### config.mk
export PLATFORM = sky130hd
export DESIGN_NAME = gpio_port_ctrl
export DESIGN_NICKNAME = d
export VERILOG_FILES = /design/src/rtl/gpio_port_pkg.sv /design/src/rtl/gpio_in_sync.sv /design/src/rtl/gpio_regfile.sv /design/src/rtl/gpio_pin_mux.sv /design/src/rtl/gpio_read_port.sv /design/src/rtl/gpio_port_ctrl.sv
export SDC_FILE = /design/constraint.sdc
export NUM_CORES = 1
export LEC_CHECK = 0
export BUFFER_PORTS_ARGS = -buffer_cell sky130_fd_sc_hd__buf_2
export CAP_MARGIN = 10
export CORE_UTILIZATION = 25
export CTS_CLUSTER_SIZE = 12
export DETAILED_ROUTE_END_ITERATION = 8
export GPL_ROUTABILITY_DRIVEN = 1
export PLACE_DENSITY = 0.57
export SLEW_MARGIN = 0
export SYNTH_ARGS = -nofsm -noshare
export SYNTH_HDL_FRONTEND = slang
export SYNTH_SLANG_ARGS = --single-unit
export TNS_END_PERCENT = 100
### constraint.sdc
create_clock -name clk -period 1 [get_ports clk]
set_input_delay 0.1 -clock clk [delete_from_list [all_inputs] [get_ports clk]]
set_output_delay 0.1 -clock clk [all_outputs]
set_load 0.02 [all_outputs]
### src/rtl/gpio_port_pkg.sv
package gpio_port_pkg;

   typedef enum logic [1:0] {
      GP_LOC_PINS = 2'd0,
      GP_LOC_DIR  = 2'd1,
      GP_LOC_DATA = 2'd2,
      GP_LOC_NONE = 2'd3
   } gp_loc_e;

   typedef enum logic {
      GP_TGT_DIR  = 1'b0,
      GP_TGT_DATA = 1'b1
   } gp_tgt_e;

   localparam int GP_MAX_WIDTH = 32;

endpackage

### src/rtl/gpio_in_sync.sv
module gpio_in_sync #(
   parameter int WIDTH  = 8,
   parameter int STAGES = 2
) (
   input  logic             clk,
   input  logic             rst_n,
   input  logic [WIDTH-1:0] pad_i,
   output logic [WIDTH-1:0] sync_o
);

   logic [WIDTH-1:0] stage_q [STAGES];

   generate
      for (genvar s = 0; s < STAGES; s++) begin : g_stage
         if (s == 0) begin : g_first
            always_ff @(posedge clk or negedge rst_n) begin
               if (!rst_n) stage_q[s] <= '0;
               else        stage_q[s] <= pad_i;
            end
         end else begin : g_next
            always_ff @(posedge clk or negedge rst_n) begin
               if (!rst_n) stage_q[s] <= '0;
               else        stage_q[s] <= stage_q[s-1];
            end
         end
      end
   endgenerate

   assign sync_o = stage_q[STAGES-1];

   generate
      if (STAGES == 2) begin : g_lat_chk
         logic [1:0] age_q;
         always_ff @(posedge clk or negedge rst_n) begin
            if (!rst_n)            age_q <= '0;
            else if (age_q != 2'd2) age_q <= age_q + 2'd1;
         end
         p_sync_latency_r7: assert property (@(posedge clk) disable iff (!rst_n)
            (age_q == 2'd2) |-> (sync_o == $past(pad_i, 2)));
      end
   endgenerate

endmodule

### src/rtl/gpio_regfile.sv
module gpio_regfile
   import gpio_port_pkg::*;
#(
   parameter int WIDTH = 8,
   parameter int IDX_W = 3
) (
   input  logic             clk,
   input  logic             rst_n,
   input  logic [1:0]       addr_i,
   input  logic [WIDTH-1:0] wdata_i,
   input  logic             wr_i,
   input  logic             bit_en_i,
   input  logic [IDX_W-1:0] bit_idx_i,
   input  logic             bit_sel_i,
   input  logic             bit_val_i,
   output logic [WIDTH-1:0] dir_o,
   output logic [WIDTH-1:0] data_o
);

   logic [WIDTH-1:0] dir_q, data_q;
   logic [WIDTH-1:0] dir_n, data_n;
   logic             idx_ok;

   assign idx_ok = (int'(bit_idx_i) < WIDTH);

   always_comb begin
      dir_n  = dir_q;
      data_n = data_q;
      if (wr_i) begin
         case (addr_i)
            GP_LOC_PINS: data_n = data_q ^ wdata_i;
            GP_LOC_DIR:  dir_n  = wdata_i;
            GP_LOC_DATA: data_n = wdata_i;
            default: ;
         endcase
      end
      if (bit_en_i && idx_ok) begin
         if (bit_sel_i == GP_TGT_DATA) data_n[bit_idx_i] = bit_val_i;
         else                          dir_n[bit_idx_i]  = bit_val_i;
      end
   end

   always_ff @(posedge clk or negedge rst_n) begin
      if (!rst_n) begin
         dir_q  <= '0;
         data_q <= '0;
      end else begin
         dir_q  <= dir_n;
         data_q <= data_n;
      end
   end

   assign dir_o  = dir_q;
   assign data_o = data_q;

   logic [WIDTH-1:0] chk_mask;
   assign chk_mask = WIDTH'(1) << bit_idx_i;

   p_toggle_r3: assert property (@(posedge clk) disable iff (!rst_n)
      (wr_i && addr_i == GP_LOC_PINS && !bit_en_i)
      |=> (data_q == ($past(data_q) ^ $past(wdata_i))) && $stable(dir_q));

   p_dir_write_r2: assert property (@(posedge clk) disable iff (!rst_n)
      (wr_i && addr_i == GP_LOC_DIR && !bit_en_i) |=> (dir_q == $past(wdata_i)));

   p_bitop_dir_r4: assert property (@(posedge clk) disable iff (!rst_n)
      (bit_en_i && !wr_i && bit_sel_i == GP_TGT_DIR)
      |=> (((dir_q ^ $past(dir_q)) & ~$past(chk_mask)) == '0)
          && ((dir_q & $past(chk_mask)) == ($past(bit_val_i) ? $past(chk_mask) : '0))
          && $stable(data_q));

   p_bitop_data_r4: assert property (@(posedge clk) disable iff (!rst_n)
      (bit_en_i && !wr_i && bit_sel_i == GP_TGT_DATA)
      |=> (((data_q ^ $past(data_q)) & ~$past(chk_mask)) == '0)
          && ((data_q & $past(chk_mask)) == ($past(bit_val_i) ? $past(chk_mask) : '0))
          && $stable(dir_q));

   p_same_cycle_dir_r10: assert property (@(posedge clk) disable iff (!rst_n)
      (bit_en_i && wr_i && addr_i == GP_LOC_DIR && bit_sel_i == GP_TGT_DIR)
      |=> ((dir_q & $past(chk_mask)) == ($past(bit_val_i) ? $past(chk_mask) : '0))
          && ((dir_q & ~$past(chk_mask)) == ($past(wdata_i) & ~$past(chk_mask))));

endmodule

### src/rtl/gpio_pin_mux.sv
module gpio_pin_mux #(
   parameter int WIDTH = 8
) (
   input  logic [WIDTH-1:0] dir_i,
   input  logic [WIDTH-1:0] data_i,
   input  logic             pud_i,
   input  logic [WIDTH-1:0] alt_en_i,
   input  logic [WIDTH-1:0] alt_oe_i,
   input  logic [WIDTH-1:0] alt_out_i,
   output logic [WIDTH-1:0] pad_oe_o,
   output logic [WIDTH-1:0] pad_out_o,
   output logic [WIDTH-1:0] pad_pu_o
);

   generate
      for (genvar n = 0; n < WIDTH; n++) begin : g_pin
         logic pu_req;
         assign pu_req       = !dir_i[n] && data_i[n];
         assign pad_oe_o[n]  = alt_en_i[n] ? alt_oe_i[n]  : dir_i[n];
         assign pad_out_o[n] = alt_en_i[n] ? alt_out_i[n] : data_i[n];
         assign pad_pu_o[n]  = pu_req && !alt_en_i[n] && !pud_i;
      end
   endgenerate

endmodule

### src/rtl/gpio_read_port.sv
module gpio_read_port
   import gpio_port_pkg::*;
#(
   parameter int WIDTH = 8
) (
   input  logic             clk,
   input  logic             rst_n,
   input  logic [1:0]       addr_i,
   input  logic [WIDTH-1:0] pins_i,
   input  logic [WIDTH-1:0] dir_i,
   input  logic [WIDTH-1:0] data_i,
   output logic [WIDTH-1:0] rdata_o
);

   logic [WIDTH-1:0] sel_d;
   logic [WIDTH-1:0] rdata_q;

   always_comb begin
      case (addr_i)
         GP_LOC_PINS: sel_d = pins_i;
         GP_LOC_DIR:  sel_d = dir_i;
         GP_LOC_DATA: sel_d = data_i;
         default:     sel_d = '0;
      endcase
   end

   always_ff @(posedge clk or negedge rst_n) begin
      if (!rst_n) rdata_q <= '0;
      else        rdata_q <= sel_d;
   end

   assign rdata_o = rdata_q;

   p_unmapped_zero_r2: assert property (@(posedge clk) disable iff (!rst_n)
      (addr_i == GP_LOC_NONE) |=> (rdata_o == '0));

   p_read_dir_r2: assert property (@(posedge clk) disable iff (!rst_n)
      (addr_i == GP_LOC_DIR) |=> (rdata_o == $past(dir_i)));

endmodule

### src/rtl/gpio_port_ctrl.sv
module gpio_port_ctrl
   import gpio_port_pkg::*;
#(
   parameter int WIDTH       = 8,
   parameter int SYNC_STAGES = 2,
   parameter int IDX_W       = (WIDTH > 1) ? $clog2(WIDTH) : 1
) (
   input  logic             clk,
   input  logic             rst_n,
   input  logic [1:0]       reg_addr,
   input  logic [WIDTH-1:0] reg_wdata,
   input  logic             reg_wr,
   output logic [WIDTH-1:0] reg_rdata,
   input  logic             bit_en,
   input  logic [IDX_W-1:0] bit_idx,
   input  logic             bit_sel,
   input  logic             bit_val,
   input  logic             pud,
   input  logic [WIDTH-1:0] pad_in,
   input  logic [WIDTH-1:0] alt_en,
   input  logic [WIDTH-1:0] alt_oe,
   input  logic [WIDTH-1:0] alt_out,
   output logic [WIDTH-1:0] pad_oe,
   output logic [WIDTH-1:0] pad_out,
   output logic [WIDTH-1:0] pad_pu
);

   generate
      if (WIDTH < 1 || WIDTH > GP_MAX_WIDTH) begin : g_bad_width
         $error("gpio_port_ctrl: WIDTH out of range");
      end
      if (SYNC_STAGES < 2) begin : g_bad_sync
         $error("gpio_port_ctrl: SYNC_STAGES must be at least 2");
      end
      if ((1 << IDX_W) < WIDTH) begin : g_bad_idx
         $error("gpio_port_ctrl: IDX_W too narrow for WIDTH");
      end
   endgenerate

   logic [WIDTH-1:0] dir_w, data_w, pins_w;

   gpio_in_sync #(.WIDTH(WIDTH), .STAGES(SYNC_STAGES)) u_sync (
      .clk    (clk),
      .rst_n  (rst_n),
      .pad_i  (pad_in),
      .sync_o (pins_w)
   );

   gpio_regfile #(.WIDTH(WIDTH), .IDX_W(IDX_W)) u_regs (
      .clk       (clk),
      .rst_n     (rst_n),
      .addr_i    (reg_addr),
      .wdata_i   (reg_wdata),
      .wr_i      (reg_wr),
      .bit_en_i  (bit_en),
      .bit_idx_i (bit_idx),
      .bit_sel_i (bit_sel),
      .bit_val_i (bit_val),
      .dir_o     (dir_w),
      .data_o    (data_w)
   );

   gpio_pin_mux #(.WIDTH(WIDTH)) u_mux (
      .dir_i     (dir_w),
      .data_i    (data_w),
      .pud_i     (pud),
      .alt_en_i  (alt_en),
      .alt_oe_i  (alt_oe),
      .alt_out_i (alt_out),
      .pad_oe_o  (pad_oe),
      .pad_out_o (pad_out),
      .pad_pu_o  (pad_pu)
   );

   gpio_read_port #(.WIDTH(WIDTH)) u_read (
      .clk     (clk),
      .rst_n   (rst_n),
      .addr_i  (reg_addr),
      .pins_i  (pins_w),
      .dir_i   (dir_w),
      .data_i  (data_w),
      .rdata_o (reg_rdata)
   );

   p_pud_all_off_r6: assert property (@(posedge clk) disable iff (!rst_n)
      pud |-> (pad_pu == '0));

   p_pu_inputs_only_r5: assert property (@(posedge clk) disable iff (!rst_n)
      ((pad_pu & (dir_w | ~data_w | alt_en)) == '0));

   p_plain_pins_r8: assert property (@(posedge clk) disable iff (!rst_n)
      ((pad_oe & ~alt_en) == (dir_w & ~alt_en)) && ((pad_out & ~alt_en) == (data_w & ~alt_en)));

   p_override_pins_r9: assert property (@(posedge clk) disable iff (!rst_n)
      ((pad_oe & alt_en) == (alt_oe & alt_en)) && ((pad_out & alt_en) == (alt_out & alt_en)));

   p_override_keeps_regs_r9: assert property (@(posedge clk) disable iff (!rst_n)
      (!reg_wr && !bit_en) |=> ($stable(dir_w) && $stable(data_w)));

endmodule

==> out/results.tsv, run 1 <==
stage	metric	value	unit
run_status	status	finished with violations	
run_status	violations	setup timing	
global_route	grt_max_degree	41	
place	portBuffers	83	
clock_tree	cts_tree	built	
global_route	grtUsageTotal	0.159	
route	ant_nets	0	
sta	maxSlewViolCount	0	
synth	synthCells	190	
place	hpwl	4.61	mm
flow_run	maxCapViolations	0	
power	p_leak	1.49	nW
sta	setup_slack	-0.281	ns
cells_and_area	final_nets	364	
setup_path	crit_type	reg2out	
setup_path	endpoint_kind	output pin	
cells_and_area	area_growth	58.8	%
min_path	min_from	reg_wdata[3]	
floorplanning	start_util	0.265	
sta	worst_clock_skew	0.00888	ns
setup_path	critPathMaxFanout	5	
route	finalWirelength	6.89	mm
setup_path	cp.arrival	1.18	ns
global_route	grt-ovfl-total	0	
global_route	grt_pass1_vias	2053	
route	drc_errors	0	
route	top_layer	met4	
min_path	hold_class	in2reg	
setup_path	r2r_end	u_regs.data_o[3]	
floorplanning	core	7890	sq um
route	drt_first_pass_iters	4	
synth	yosys-top-cells-area	dfrtp_1, mux2_2, a22oi_1	
floorplanning	die_h	93.4	microns
route	drt_iter0_drc	77	
setup_path	reg2reg_from	u_regs.data_o[3]	
synth	synth_nets	242	
setup_path	worstPathRequired	0.90	ns
route	post_drt_wl_per_cell	16.6	microns
floorplanning	die_x	93.4	microns
clock_tree	htree_num_levels	2	
clock_tree	clkLatencyLatePin	0.31	ns
cells_and_area	postLayoutCoreUtil	0.421	
floorplanning	die-area	8730	sq um
synth	yosys.area.top_type_share	0.479	
clock_tree	cts_made_buffers	5	
setup_path	rr_worst_depth	4	
synth	synth_cell_types	30	
sta	fin_crit_sh	1.28	
sta	worst_slew_pin_slew	0.333	ns
synth	syn-cell-area	2090	sq um
cells_and_area	layout_common_cells	buf_2, dfrtp_1, buf_4	
clock_tree	cts_root_buffer	clkbuf_8	
route	routed_via_density	4.88	
sta	fmax	781	MHz
place	place_congestion	0.755	
setup_path	r2r_setup_slack	-0.13	ns
synth	ys_seq_area_frac	0.479	
sta	relSlewSlack	0.778	
sta	setup_viol	32	
synth	synth_seq_cells	40	
clock_tree	clk_path_buf_depth	2	
synth	synth.largest_area_cell	dfrtp_1	
cells_and_area	layout_commonest_cell	buf_2	
route	vias	2025	
cells_and_area	fillers	789	
sta	rsz0062_at_grt	true	
global_route	antenna_found_initial	0	
setup_path	start_kind	register	
cells_and_area	drive_above_1_share	0.559	
power	power.total	4.98	mW
sta	finalHoldViolCount	0	
power	powerDensity	1500	nW/um^2
global_route	grt_pass1_wl	10.2	mm
sta	fin_crit	1.28	ns
route	wl_met2	3.53	mm
synth	yosys_warnings	0	
clock_tree	path_clk_slew	0.08	ns
route	wirelength_met1	2.79	mm
floorplanning	ioPinCount	84	
clock_tree	cts_sinks	40	
setup_path	cp-startpoint	u_regs.data_o[5]	
setup_path	crit_end	pad_out[5]	
synth	avgSynthCellArea	11.0	sq um
cells_and_area	antennaDiodeCount	0	
floorplanning	row_count	32	
route	wl_met3	398	microns
power	ir_drop	0.000573	V
-- metrics by stage --
stage	TNS [ns]	instances	instance area (sq um)	hold WS, ns	worst slack [ns]
global route	-7.59	415	3320	0.0797	-0.324
finish	-6.38	415	3320	0.0745	-0.281
floorplan	-0.0614	190	2160	-0.196	-0.0106
detailed placement	-0.786	384	2790	0.0885	-0.0858
CTS	-6.31	412	3200	0.0610	-0.308
global placement	-0.427	384	2790	0.0922	-0.102
-- critical path: stages, from the launching register on --
cell     delay, ns
dfrtp_2       0.45
mux2_4        0.29
buf_6         0.13
-- synth_stat cells --
| cell type | instances |
|---|---|
| a21oi_1 | 16 |
| a22oi_1 | 12 |
| a32oi_1 | 4 |
| and2b_1 | 3 |
| and3b_1 | 1 |
| and3b_2 | 1 |
| and4bb_2 | 1 |
| buf_2 | 7 |
| buf_6 | 2 |
| clkbuf_1 | 1 |
| dfrtp_1 | 40 |
| mux2_2 | 16 |
| mux2i_1 | 8 |
| nand2_1 | 17 |
| nand2b_1 | 6 |
| nand3_1 | 1 |
| nand3b_1 | 9 |
| nand3b_4 | 1 |
| nand4_1 | 1 |
| nand4b_1 | 1 |
| nor2_1 | 9 |
| nor2b_1 | 1 |
| nor3b_2 | 1 |
| nor4b_1 | 8 |
| nor4b_2 | 1 |
| o21ai_0 | 8 |
| o32ai_1 | 7 |
| o32ai_2 | 1 |
| or2_2 | 1 |
| or2b_1 | 5 |
-- sequential cells by signal, summed over array words and instances, names as in the netlist --
signal          count
u_read.rdata_o      8
u_regs.data_o       8
u_regs.dir_o        8
u_sync.stage_q      8
u_sync.sync_o       8
-- report_power, final --
group	total [mW]	switching [mW]	internal [mW]
registers	2.03	0.190	1.84
clock network	1.15	0.589	0.563
logic	1.80	0.826	0.974
-- final cells by class --
cell class	instances	area [sq um]	share of cell area
Clock buffer	8	90.1	0.0271
Tap cell	102	128	0.0385
Timing Repair Buffer	125	905	0.273
Multi-Input combinational cell	140	1190	0.357
Sequential cell	40	1010	0.304
-- metal layers --
layer | global-route usage | up-vias
met3 | 0.0366 | 12
met2 | 0.268 | 72
met1 | 0.190 | 984
li1 | - | 957
met4 | 0.0756 | 0
met5 | 0 | -
-- logic make-up (layout without fill, tap and decap cells) --
logic type      count (synthesis)  count (layout)  share of synthesized area
flops                          40              40                      0.479
compound gates                 48              48                      0.154
simple gates                   68              68                      0.213
mux                            24              24                      0.125
buf+inv                        10             133                     0.0293
-- how the worst min path moves through the flow --
stage / to / depth (start not counted)
5_1_grt: u_regs.dir_o[4] / 3
6_report: u_regs.dir_o[3] / 3
2_1_floorplan: u_read.rdata_o[0] / 0
3_5_place_dp: u_read.rdata_o[0] / 2
3_3_place_gp: u_read.rdata_o[0] / 2
4_1_cts: u_regs.dir_o[4] / 3
-- repair_timing --
action                                  CTS  global route
endpoints found under the hold margin    48             0
gates resized for setup                  47            29
buffers inserted                         11             8
pin swaps                                14            13
endpoints found under the setup margin   28            36
hold buffers                              9             0
No activity file was read; power rests on OpenSTA's default activity.
==> inputs of run 2 (changes only) <==
==> constraint.sdc (replaced) <==
create_clock -name clk -period 1 [get_ports clk]
set_input_delay 0 -clock clk [delete_from_list [all_inputs] [get_ports clk]]
set_output_delay 0 -clock clk [all_outputs]
set_load 0.02 [all_outputs]
==> run 2 against run 1 <==
Effect of this change:
- the flow still finishes with violations (setup timing)
- clock skew fell by 0.00087 ns
- highest routed layer unchanged
- register-to-register slack improved by 0.07 ns
- worst setup slack improved by 0.084 ns
- first-iteration DRC count rose by 110%
- largest power group unchanged
- utilization rose by 0.41 points
- largest cell class unchanged
==> out/results.tsv, run 2 (synthesis gave the netlist of run 1 again) <==
stage	metric	value	unit	change
run_status	status	finished with violations		unchanged
run_status	violations	setup timing		unchanged
sta	hold_slack	0.0192	ns	was 0.0745 ns
flow_run	maxCapViolations	0		unchanged
global_route	grt_pass1_vias	2154		was 2053
power	switchingPower	1.60	mW	about the same
setup_path	cp_cell_sequence	nor4b_2 -> buf_4		was mux2_4 -> buf_6
sta	fin_crit_sh	1.20		was 1.28
clock_tree	clkLatencyLatePin	0.29	ns	was 0.31 ns
place	place_congestion	0.801		was 0.755
cells_and_area	postLayoutCoreUtil	0.425		was 0.421
power	sequentialPowerShare	0.404		was 0.407
setup_path	crit_buf_inv	1		unchanged
place	portBuffers	83		unchanged
sta	rsz0062_at_grt	true		unchanged
min_path	min_from	reg_wdata[6]		was reg_wdata[3]
sta	relSlewSlack	0.732		was 0.778
setup_path	r2r_setup_slack	-0.06	ns	was -0.13 ns
floorplanning	die_h	93.4	microns	unchanged
setup_path	critPathMaxFanout	3		was 5
setup_path	worstPathRequired	1.00	ns	was 0.90 ns
cells_and_area	layout_commonest_cell	buf_2		unchanged
floorplanning	core	7890	sq um	unchanged
power	comb_power_share	0.367		was 0.361
global_route	grt_pass1_wl	11.0	mm	was 10.2 mm
floorplanning	ioPinCount	84		unchanged
power	powerDensity	1490	nW/um^2	was 1500 nW/um^2
power	switching_share	0.322		about the same
setup_path	cp.arrival	1.20	ns	was 1.18 ns
global_route	grt-ovfl-total	0		unchanged
setup_path	cpPeakStageDelay	0.43	ns	was 0.45 ns
place	hpwl	4.63	mm	was 4.61 mm
sta	maxSlewViolCount	0		unchanged
floorplanning	start_util	0.265		unchanged
floorplanning	die_x	93.4	microns	unchanged
setup_path	cp_top_family	flip-flops		unchanged
clock_tree	cts_sinks	40		unchanged
clock_tree	path_clk_slew	0.08	ns	about the same
sta	setup_slack	-0.197	ns	was -0.281 ns
global_route	grt_max_degree	41		unchanged
min_path	hold_class	in2reg		unchanged
cells_and_area	drive_above_1_share	0.521		was 0.559
clock_tree	clk_path_buf_depth	2		unchanged
cells_and_area	antennaDiodeCount	0		unchanged
setup_path	reg2reg_from	u_regs.data_o[5]		was u_regs.data_o[3]
setup_path	crit_type	reg2out		unchanged
sta	finalSetupTns	-3.55	ns	was -6.38 ns
route	ant_nets	0		unchanged
cells_and_area	layout_common_cells	buf_2, dfrtp_1, buf_4		unchanged
sta	worst_slew_pin_slew	0.402	ns	was 0.333 ns
setup_path	cp-startpoint	u_regs.dir_o[1]		was u_regs.data_o[5]
cells_and_area	area_growth	60.4	%	was 58.8%
power	p_leak	1.53	nW	was 1.49 nW
power	clkPwrFrac	0.229		was 0.231
floorplanning	row_count	32		unchanged
setup_path	endpoint_kind	output pin		unchanged
route	vias	2095		was 2025
sta	worst_clock_skew	0.00801	ns	was 0.00888 ns
clock_tree	htree_num_levels	2		unchanged
sta	fmax	835	MHz	was 781 MHz
setup_path	cp_slowest_cell	dfrtp_1		was dfrtp_2
route	drt_iter0_drc	163		was 77
global_route	antenna_found_initial	0		unchanged
floorplanning	die-area	8730	sq um	unchanged
route	routed_via_density	5.00		was 4.88
route	drt_first_pass_iters	4		unchanged
sta	fin_crit	1.20	ns	was 1.28 ns
sta	setup_viol	33		was 32
power	intPower	3.38	mW	about the same
route	drc_errors	0		unchanged
sta	finalHoldViolCount	0		unchanged
power	ir_drop	0.000684	V	was 0.000573 V
route	post_drt_wl_per_cell	16.9	microns	was 16.6 microns
place	placed_cells	377		was 384
clock_tree	cts_root_buffer	clkbuf_8		unchanged
global_route	grtUsageTotal	0.167		was 0.159
cells_and_area	instances_no_fill	419		was 415
route	finalWirelength	7.08	mm	was 6.89 mm
cells_and_area	final_nets	368		was 364
setup_path	start_kind	register		unchanged
clock_tree	cts_made_buffers	5		unchanged
clock_tree	cts_tree	built		unchanged
run 2: worst paths after layout:
| kind | endpoint | cells past startpoint |
|---|---|---|
| max | pad_pu[1] | 2 |
| min | u_regs.dir_o[6] | 3 |
| max reg2reg | u_regs.data_o[5] | 4 |
| min reg2reg | u_sync.sync_o[2] | 0 |
| max in group asynchronous | u_regs.data_o[5] | 3 |
| min in group asynchronous | u_regs.data_o[7] | 3 |
run 2: what timing repair did:
| action | 4_1_cts | 5_1_grt |
|---|---|---|
| endpoints found under the hold margin | 54 | 0 |
| hold buffers | 15 | 0 |
| setup endpoints to repair | 26 | 37 |
| pin swaps | 20 | 3 |
| gates resized for setup | 51 | 16 |
| buffers inserted | 18 | 2 |
run 2: power by group through the flow:
stage | Clock, mW | Combinational (mW) | Sequential (mW)
2_1_floorplan | 0 | 0.684 | 2.05
3_3_place_gp | 0 | 1.16 | 2.08
3_5_place_dp | 0 | 1.18 | 2.08
4_1_cts | 1.16 | 1.73 | 2.01
5_1_grt | 1.22 | 1.95 | 2.04
6_report | 1.14 | 1.83 | 2.02
run 2: through the flow:
stage | cell area [sq um] | setup slack (ns) | total power, mW
after floorplan | 2140 | 0.0894 | 2.74
after global placement | 2740 | 0.0169 | 3.24
after detailed placement | 2740 | -0.00241 | 3.26
after CTS | 3270 | -0.230 | 4.90
after global routing | 3350 | -0.273 | 5.22
final | 3350 | -0.197 | 4.99
run 2: cell type report:
type	count	area, sq um
Fill cell	768	4540
Multi-Input combinational cell	140	1150
Sequential cell	40	1000
Timing Repair Buffer	129	971
Tap cell	102	128
Clock buffer	6	82.6
Clock inverter	2	10.0
run 2: metal layers:
metal / track usage / up-vias / wire [microns]
met4: 0.0321 / 0 / 44
met2: 0.292 / 83 / 3580
met1: 0.212 / 1035 / 3110
li1: - / 969 / -
met3: 0.0358 / 8 / 357
met5: 0 / - / 0
run 2: worst min-delay path, cell delays in order:
cell and delay, ns:
buf_2 0.13, nand2_1 0.06, a22oi_1 0.07
==> inputs of run 3 (changes only) <==
PLACE_DENSITY = 0.59   (was 0.57)
clock period = 1.1 ns   (was 1 ns; I/O delays follow)
==> run 3 against run 2 <==
Effect of this change:
- the run still ends with setup timing left
- worst setup slack better by 0.084 ns
- total power is 7.2% lower
- sequential cell count stayed put
- clock power is 6% higher
- via count is 2.6% lower
- clock skew hardly changed
- register-to-register slack better by 0.02 ns
- critical path depth stayed put
- largest cell class unchanged
- highest routed layer unchanged
==> out/results.tsv, run 3 (synthesis gave the netlist of run 1 again) <==
stage	metric	value	unit	change
cells_and_area	area_growth	57.4	%	was 60.4%
sta	hold_slack	0.00258	ns	was 0.0192 ns
place	place_congestion	0.830		was 0.801
place	hpwl	4.66	mm	was 4.63 mm
floorplanning	die_h	93.4	microns	unchanged
clock_tree	cts_root_buffer	clkbuf_8		unchanged
cells_and_area	final_nets	358		was 368
setup_path	cp.arrival	1.21	ns	was 1.20 ns
setup_path	endpoint_kind	output pin		unchanged
clock_tree	path_clk_slew	0.08	ns	about the same
global_route	grtUsageTotal	0.165		was 0.167
route	drt_first_pass_iters	4		unchanged
route	ant_nets	0		unchanged
route	drc_errors	0		unchanged
route	routed_via_density	4.99		was 5.00
sta	rsz0062_at_grt	true		unchanged
run_status	status	finished with violations		unchanged
power	p_leak	1.48	nW	was 1.53 nW
sta	finalHoldViolCount	0		unchanged
clock_tree	clk_path_buf_depth	2		unchanged
power	powerDensity	1410	nW/um^2	was 1490 nW/um^2
clock_tree	cts_tree	built		unchanged
flow_run	maxCapViolations	0		unchanged
sta	fmax	825	MHz	
route	post_drt_wl_per_cell	16.9	microns	about the same
setup_path	worstPathRequired	1.10	ns	was 1.00 ns
route	finalWirelength	6.92	mm	was 7.08 mm
cells_and_area	layout_commonest_cell	buf_2		unchanged
clock_tree	htree_num_levels	2		unchanged
sta	worst_slew_pin_slew	0.521	ns	was 0.402 ns
floorplanning	row_count	32		unchanged
sta	worst_clock_skew	0.00820	ns	was 0.00801 ns
floorplanning	ioPinCount	84		unchanged
clock_tree	cts_made_buffers	5		unchanged
sta	setup_viol	24		was 33
route	vias	2040		was 2095
floorplanning	die-area	8730	sq um	unchanged
min_path	hold_class	in2reg		unchanged
cells_and_area	fillers	795		was 768
run_status	violations	setup timing		unchanged
cells_and_area	antennaDiodeCount	0		unchanged
global_route	grt_max_degree	41		unchanged
cells_and_area	layout_common_cells	buf_2, dfrtp_1, buf_4		unchanged
global_route	grt_pass1_wl	10.9	mm	was 11.0 mm
global_route	grt-ovfl-total	0		unchanged
sta	relSlewSlack	0.652		was 0.732
route	drt_iter0_drc	118		was 163
floorplanning	die_x	93.4	microns	unchanged
clock_tree	cts_sinks	40		unchanged
sta	fin_crit_sh	1.10		
sta	setup_slack	-0.113	ns	was -0.197 ns
place	dpl_cell_area	2660	sq um	was 2740 sq um
sta	fin_crit	1.21	ns	
floorplanning	start_util	0.265		unchanged
setup_path	critPathMaxFanout	4		was 3
global_route	antenna_found_initial	0		unchanged
setup_path	crit_type	reg2out		unchanged
cells_and_area	postLayoutCellArea	3290	sq um	was 3350 sq um
setup_path	start_kind	register		unchanged
floorplanning	core	7890	sq um	unchanged
clock_tree	clkLatencyLatePin	0.29	ns	about the same
sta	maxSlewViolCount	0		unchanged
cells_and_area	drive_above_1_share	0.508		was 0.521
power	power.total	4.63	mW	was 4.99 mW
power	ir_drop	0.000719	V	was 0.000684 V
global_route	grt_pass1_vias	2129		was 2154
place	portBuffers	83		unchanged
## run 3: cell types whose count changed in the layout (fill, tap and decap cells not counted), sizes merged
cell | before | now
clkinvlp | 0 | 1
bufinv | 0 | 1
clkbuf | 6 | 5
clkinv | 2 | 1
buf | 114 | 104
## run 3: final cells by class
cell class                 instances  area (sq um)  area share
multi-input combinational        140          1170       0.356
tap                              102           128      0.0388
clock buffer                       5          68.8      0.0209
clock inverter                     3          42.5      0.0129
timing repair buffer             119           872       0.265
sequential                        40          1010       0.306
## run 3: timing repair
item / in CTS / in global routing
pin swaps: 10 / 10
hold buffers: 15 / 0
endpoints found under the hold margin: 54 / 0
gates resized for setup: 43 / 23
setup buffers: 16 / 1
cloned: 0 / 0
setup endpoints to repair: 24 / 32
## run 3: path summary, 6_finish.rpt
path | cells after the start | from | slack, ns | end
max reg2reg | 4 | u_regs.data_o[7] | -0.04 | u_regs.data_o[7]
max in group asynchronous | 3 | rst_n | 0.68 | u_regs.dir_o[1]
min | 3 | reg_wdata[0] | 0.003 | u_regs.dir_o[0]
max | 2 | u_regs.dir_o[1] | -0.11 | pad_pu[1]
min reg2reg | 0 | u_sync.stage_q[13] | 0.35 | u_sync.sync_o[5]
min in group asynchronous | 3 | rst_n | 0.20 | u_sync.sync_o[7]
## run 3: worst max-delay path: stages (launching register included)
cell,delay [ns]
dfrtp_2,0.46
nor4b_4,0.28
buf_4,0.19
## run 3: report_power, final
part           total, mW  switching, mW  leakage (nW)  internal [mW]
Combinational       1.57          0.717         0.956          0.857
Sequential          1.84          0.177         0.472           1.67
Clock               1.21          0.540        0.0541          0.672
Total               4.63           1.43          1.48           3.19
## run 3: routing by layer
metal  global-route usage  wire [microns]
met5                    0               0
met4               0.0321              30
met3               0.0439             379
met2                0.302            3600
met1                0.192            2910
## run 3: through the flow
step	setup TNS, ns	instances	utilization	setup slack (ns)
after CTS	-1.01	408	0.404	-0.131
final	-0.914	409	0.417	-0.113
after floorplan	0	190	-	0.189
after detailed placement	0	369	0.338	0.0183
after global routing	-2.06	409	0.417	-0.147
after global placement	0	369	0.338	0.0278
